==> config.mk <==
export PLATFORM = sky130hd
export DESIGN_NAME = setbit_packer
export DESIGN_NICKNAME = d
export VERILOG_FILES = /design/src/rtl/setbit_pack_pkg.sv /design/src/rtl/sbp_group_count.sv /design/src/rtl/sbp_scatter.sv /design/src/rtl/setbit_packer.sv
export SDC_FILE = /design/constraint.sdc
export NUM_CORES = 1
export LEC_CHECK = 0
export ABC_AREA = 1
export BUFFER_PORTS_ARGS = -buffer_cell sky130_fd_sc_hd__buf_2
export CORE_ASPECT_RATIO = 0.8
export CORE_MARGIN = 2
export CORE_UTILIZATION = 40
export CTS_CLUSTER_DIAMETER = 80
export DETAILED_ROUTE_END_ITERATION = 8
export HOLD_SLACK_MARGIN = 0.06
export MAX_ROUTING_LAYER = met4
export PLACE_DENSITY = 0.7
export SETUP_SLACK_MARGIN = 0.5
export SLEW_MARGIN = 20
export SYNTH_ARGS = -nofsm -noshare
export SYNTH_HDL_FRONTEND = slang
export SYNTH_HIERARCHICAL = 1
export SYNTH_SLANG_ARGS = --single-unit
==> constraint.sdc <==
create_clock -name clk -period 3.26 [get_ports clk]
set_input_delay 0 -clock clk [delete_from_list [all_inputs] [get_ports clk]]
set_output_delay 0 -clock clk [all_outputs]
set_load 0.02 [all_outputs]
==> src/rtl/setbit_pack_pkg.sv <==
package setbit_pack_pkg;

  // bits needed to hold any value from 0 to n
  function automatic int unsigned hold_bits(input int unsigned n);
    return (n < 2) ? 1 : $clog2(n + 1);
  endfunction

endpackage

==> src/rtl/sbp_group_count.sv <==
module sbp_group_count #(
  parameter int GRP_W  = 4,
  parameter int LCNT_W = 3
) (
  input  logic [GRP_W-1:0]        bits,
  output logic [GRP_W*LCNT_W-1:0] local_pre,
  output logic [LCNT_W-1:0]       total
);

  // exclusive running count of ones below each bit of the group
  always_comb begin
    logic [LCNT_W-1:0] run;
    run = '0;
    local_pre = '0;
    for (int i = 0; i < GRP_W; i++) begin
      local_pre[i*LCNT_W +: LCNT_W] = run;
      run = run + LCNT_W'(bits[i]);
    end
    total = run;
  end

endmodule

==> src/rtl/sbp_scatter.sv <==
module sbp_scatter #(
  parameter int MASK_W = 16,
  parameter int GRP_W  = 4,
  parameter int IDX_W  = 4,
  parameter int CNT_W  = 5,
  parameter int LCNT_W = 3
) (
  input  logic [MASK_W-1:0]               mask,
  input  logic [MASK_W*LCNT_W-1:0]        local_pre,
  input  logic [(MASK_W/GRP_W)*LCNT_W-1:0] grp_total,
  output logic [MASK_W*IDX_W-1:0]         word,
  output logic [CNT_W-1:0]                count
);

  localparam int NGRP = MASK_W / GRP_W;

  logic [CNT_W-1:0] glob_pre [MASK_W];

  // group bases ripple over the few group totals, then add local offsets
  always_comb begin
    logic [CNT_W-1:0] base;
    base = '0;
    for (int g = 0; g < NGRP; g++) begin
      for (int j = 0; j < GRP_W; j++) begin
        glob_pre[g*GRP_W+j] = base +
          CNT_W'(local_pre[(g*GRP_W+j)*LCNT_W +: LCNT_W]);
      end
      base = base + CNT_W'(grp_total[g*LCNT_W +: LCNT_W]);
    end
    count = base;
  end

  // each slot ORs in the bit number whose prefix selects it
  genvar k;
  generate
    for (k = 0; k < MASK_W; k++) begin : g_slot
      always_comb begin
        logic [IDX_W-1:0] acc;
        acc = '0;
        for (int i = 0; i < MASK_W; i++) begin
          if (mask[i] && (glob_pre[i] == CNT_W'(k)))
            acc = acc | IDX_W'(i);
        end
        word[k*IDX_W +: IDX_W] = acc;
      end
    end
  endgenerate

endmodule

==> src/rtl/setbit_packer.sv <==
module setbit_packer #(
  parameter int MASK_W = 16,
  parameter int GRP_W  = 4,
  parameter int IDX_W  = $clog2(MASK_W),
  parameter int CNT_W  = setbit_pack_pkg::hold_bits(MASK_W)
) (
  input  logic                    clk,
  input  logic                    rst,
  input  logic                    valid_in,
  input  logic [MASK_W-1:0]       mask_in,
  output logic                    valid_out,
  output logic [MASK_W*IDX_W-1:0] index_word,
  output logic [CNT_W-1:0]        set_count
);

  localparam int NGRP   = MASK_W / GRP_W;
  localparam int LCNT_W = setbit_pack_pkg::hold_bits(GRP_W);

  // stage 1: input capture
  logic              s1_vld;
  logic [MASK_W-1:0] s1_mask;

  always_ff @(posedge clk) begin
    if (rst) s1_vld <= 1'b0;
    else     s1_vld <= valid_in;
    s1_mask <= mask_in;
  end

  // stage 2: per-group prefix counts
  logic [MASK_W*LCNT_W-1:0] lpre_c;
  logic [NGRP*LCNT_W-1:0]   tot_c;

  genvar g;
  generate
    for (g = 0; g < NGRP; g++) begin : g_grp
      sbp_group_count #(.GRP_W(GRP_W), .LCNT_W(LCNT_W)) cnt_i (
        .bits     (s1_mask[g*GRP_W +: GRP_W]),
        .local_pre(lpre_c[g*GRP_W*LCNT_W +: GRP_W*LCNT_W]),
        .total    (tot_c[g*LCNT_W +: LCNT_W])
      );
    end
  endgenerate

  logic                     s2_vld;
  logic [MASK_W-1:0]        s2_mask;
  logic [MASK_W*LCNT_W-1:0] s2_lpre;
  logic [NGRP*LCNT_W-1:0]   s2_tot;

  always_ff @(posedge clk) begin
    if (rst) s2_vld <= 1'b0;
    else     s2_vld <= s1_vld;
    s2_mask <= s1_mask;
    s2_lpre <= lpre_c;
    s2_tot  <= tot_c;
  end

  // stage 3: global prefix, scatter, output register
  logic [MASK_W*IDX_W-1:0] word_c;
  logic [CNT_W-1:0]        cnt_c;

  sbp_scatter #(
    .MASK_W(MASK_W), .GRP_W(GRP_W), .IDX_W(IDX_W),
    .CNT_W(CNT_W), .LCNT_W(LCNT_W)
  ) scat_i (
    .mask     (s2_mask),
    .local_pre(s2_lpre),
    .grp_total(s2_tot),
    .word     (word_c),
    .count    (cnt_c)
  );

  always_ff @(posedge clk) begin
    if (rst) valid_out <= 1'b0;
    else     valid_out <= s2_vld;
    index_word <= word_c;
    set_count  <= cnt_c;
  end

endmodule

# Word level (Yosys, flattened, before mapping)
# Index checks and enable logic that the tools add are counted.
[word_totals]
regBits = 144
inputBits = 19
[op_classes]
addsub = 24
n_eq_ne = 186
n_mux = 138
reduce_logical = 265
[op_table]
columns = ["op", "count"]
rows = [
  ["$eq 5x4->1 const B", 88],
  ["$eq 5x3->1 const B", 44],
  ["$logic_and 1x1->1", 202],
  ["$mux 3", 56],
  ["$reduce_or 8->1", 16],
  ["$eq 5x2->1 const B", 22],
  ["$mux 2", 48],
  ["$logic_not 5->1", 15],
  ["$reduce_or 4->1", 16],
  ["$eq 5x1->1 const B", 11],
  ["$eq 3x3->1 const B", 12],
  ["$mux 1", 34],
  ["$reduce_or 2->1", 16],
  ["$add 5x3->5", 6],
  ["$add 3x1->3", 8],
  ["$eq 3x2->1 const B", 6],
  ["$add 3x3->4", 3],
  ["$add 5x1->5", 2],
  ["$eq 3x1->1 const B", 3],
  ["$add 1x1->2", 4],
  ["$add 3x1->4", 1],
]

# Longest topological paths before layout
[logic_depth]
word_depth = 13
ltp_mapped = 17
mapped_depth_nobuf = 17

# By module
# Netlist, hierarchy kept.
[by_module_without_submodules]
columns = ["mod", "n_inst", "cells_each", "area_per_inst_um2", "seq_area_each_um2"]
rows = [
  ["sbp_scatter", 1, 991, 5059.9, 0.0],
  ["setbit_packer", 1, 170, 3305.7, 3283.1],
  ["sbp_group_count", 4, 24, 183.9, 0.0],
]

# Least setup slack after synthesis
# No wires, ideal clock.
[synth_path]
path_type = "reg-to-reg"
start = "register s2_tot[0]"
end = "register index_word[17]"
setup_time_ns = 0.064
arrival_ns = 3.437
t_required_ns = 3.196
setup_slack_ns = -0.240
path_stages_with_launch = 11
n_path_buf = 0
synth_period_minus_slack_ns = 3.500
path_cell_list = "dfxtp_1 > ha_1 > fa_1 > inv_1 > fa_1 > fa_1 > clkinv_1 > nor3_1 > nand2_4 > nor2_1 > nand3b_1"
[synth_via]
elab_chain_cells = 7
elab_cells_between_ends = 25
classes_between = "8 x add/sub; 6 x eq/ne; 4 x mux; 7 x reduce/logical"
[synth_rtl]
columns = ["item", "line_no", "rtl"]
rows = [
  ["from (decl)", "setbit_packer.sv:47", "logic [NGRP*LCNT_W-1:0] s2_tot;"],
  ["from (signal assigned)", "setbit_packer.sv:54", "s2_tot <= tot_c;"],
  ["parallel branches: the longest is 7 deep, another holds $add 5x3->5", "-", ""],
  ["to (signal assigned)", "setbit_packer.sv:75", "index_word <= word_c;"],
  ["to (decl)", "setbit_packer.sv:12", "output logic [MASK_W*IDX_W-1:0] index_word,"],
]
# Several ways; the timed one is not identified.
# A chain may end at the register's enable or synchronous reset.

# Worst setup path in the final report
[layout_path]
start = "register s2_tot[0]"
end = "register index_word[61]"
[layout_via]
elab_chain_cells = 7
elab_cells_between_ends = 25
classes_between = "8 x add/sub; 6 x eq/ne; 4 x mux; 7 x reduce/logical"
[layout_rtl]
columns = ["item"]
rows = [
  ["parallel branches: the longest is 7 deep, another holds $add 5x3->5"],
]
# Several ways; the timed one is not identified.

==> flow_summary_export.csv <==
group,metric,value,unit
sta,max-slew-margin-rel,0.5936,
logic_synthesis,synth_cells,1250,
route,via_count,8972,
global_route,grt_max_degree,17,
die,io_pins,89,
sta,fin_crit_sh,1.025,
placement,dp_hpwl,25960,um
finish,layout.nets,1554,
cts,clockBufferDepth,2,
worst_setup_path,max_stage_delay,0.57,ns
finish,final_area,12450,um2
sta,skew,0.01342,ns
global_route,first_global_vias,8714,
finish,fillerInstances,2056,
worst_setup_path,cp-end-kind,"register",
placement,place_congestion,1.054,
route,drc,0,
cts,cts.htree.levels,4,
placement,place_area,10400,um2
die,dieHeight,138.2,um
logic_synthesis,avgSynthCellArea,7.199,um2
worst_setup_path,cp.required,3.63,ns
die,core_area,22260,um2
route,drt_pre_antenna_iters,5,
logic_synthesis,yosysWarnings,6,
die,start_util,0.4043,
sta,tightest_slew,0.6049,ns
sta,fin_crit,3.341,ns
global_route,grt-ovfl-total,0,
cts,cts_made_buffers,17,
sta,fmax,299.3,MHz
global_route,grt_use_total,0.2891,
route,wirelength,33000,um
route,wl_per_cell,18.67,um
sta,hold_viol,0,
sta,setup_viol,46,
route,vias_per_cell,5.078,
cts,clk_pin_slew,0.07,ns
worst_setup_path,crit_top_cell,"fa_2",
finish,drive_gt1_frac,0.3057,
placement,io_buffers,88,
sta,slew_violations,0,
finish,multi_input_area,6178,um2
flow_run,maxCapViolCount,0,
cts,clock_latency,0.44,ns
route,postRouteAntennaNets,0,
worst_setup_path,critPathMaxFanout,6,
global_route,antenna_found_initial,2,
sta,fin_hold_ws,0.1915,ns
route,drt-initial-drc-count,790,
logic_synthesis,mappedNetlistArea,8999,um2
placement,pre_cts_ws,-0.1872,ns
finish,final-seq-area,3207,um2
finish,area_growth,38.38,%
status,violations,"setup timing",
die,rows,49,
cts,cts_sinks,160,
global_route,grt_pass1_wl,49020,um
cts,tritoncts,"yes",
worst_setup_path,worst_setup_path_start_kind,"register",
worst_setup_path,slowest_stage,"fa_2",
worst_hold_path,hp-class,"input pin to register",
sta,setup_slack,-0.08080,ns
worst_setup_path,worstPathCellList,"ha_4 > fa_2 > inv_4 > fa_2 > buf_12 > fa_2 > o21ai_4 > buf_6 > nand3_4 > nand2_8 > nand3_4 > nor2_4 > nor2_1 > nand2_1",
worst_setup_path,crit_type,"register to register",
worst_setup_path,crit_arrival,3.72,ns
sta,rsz0062_at_grt,"yes",
cts,cts_root_buf,"clkbuf_16",
die,die_w,171.7,um
finish,finalCoreUtilization,0.5595,
die,die_area,23720,um2
status,status,"finished, violations left",
critical path, delay by kind of cell, from the launching register on:
family / cells / cell delay [ns]
AO/OA/AOI/OAI: 1 / 0.21
adder cells (fa/ha/maj): 4 / 1.64
buffers and inverters: 3 / 0.33
flip-flops: 1 / 0.35
AND/OR/NAND/NOR: 6 / 0.73
metrics by stage:
step / setup TNS [ns] / instances
6_report: -1.454 / 1767
5_1_grt: -6.722 / 1767
2_1_floorplan: 0 / 1267
3_3_place_gp: -1.393 / 1692
4_1_cts: -1.709 / 1756
3_5_place_dp: -3.843 / 1692
layer usage:
metal  global-route usage  routed length [um]
met5                    -                   0
met4               0.1017                 941
met3              0.06699                2738
met2               0.4259               14540
met1               0.3882               14770
final cells by class:
class | count | area share
clock buffers | 19 | 0.03637
diodes | 2 | 0.0004019
inverters | 186 | 0.05717
well taps | 306 | 0.03075
flip-flops and latches | 160 | 0.2575
multi-input cells | 893 | 0.4962
clock inverters | 12 | 0.01196
repair buffers | 189 | 0.1096
cell usage in the layout (no fill, tap or decap), types with 35 or more instances in the layout:
cell type    n
buf_4       61
dfxtp_1    159
nor2_1     174
nand3_2     39
nand2_1    217
inv_1      166
nor2_4      38
ha_1        55
buf_2       88
nor2_2      36
nand3_1     74
nand2_2     35
flip-flops by register name, summed over array words and instances, names as in the netlist:
register,cells
index_word,64
s2_lpre,45
s1_mask,16
s2_mask,15
s2_tot,12
set_count,5
s1_vld,1
s2_vld,1
valid_out,1
final timing paths:
path               start  slack, ns        endpoint  cells past startpoint
min          mask_in[12]       0.19     s1_mask[12]                      2
min reg2reg   s1_mask[7]       0.36      s2_mask[7]                      0
max reg2reg    s2_tot[0]      -0.08  index_word[61]                     14
max            s2_tot[0]      -0.08  index_word[61]                     14
what timing repair did:
item,4_1_cts,5_1_grt
pin swaps,67,52
hold buffers,18,0
gates resized for setup,160,88
hold endpoints to repair,19,0
setup buffers,13,9
endpoints found under the setup margin,66,68
cloned,2,0
Power is not shown: default switching activity piles up to over one toggle a cycle in this logic, so the estimate is an artifact.
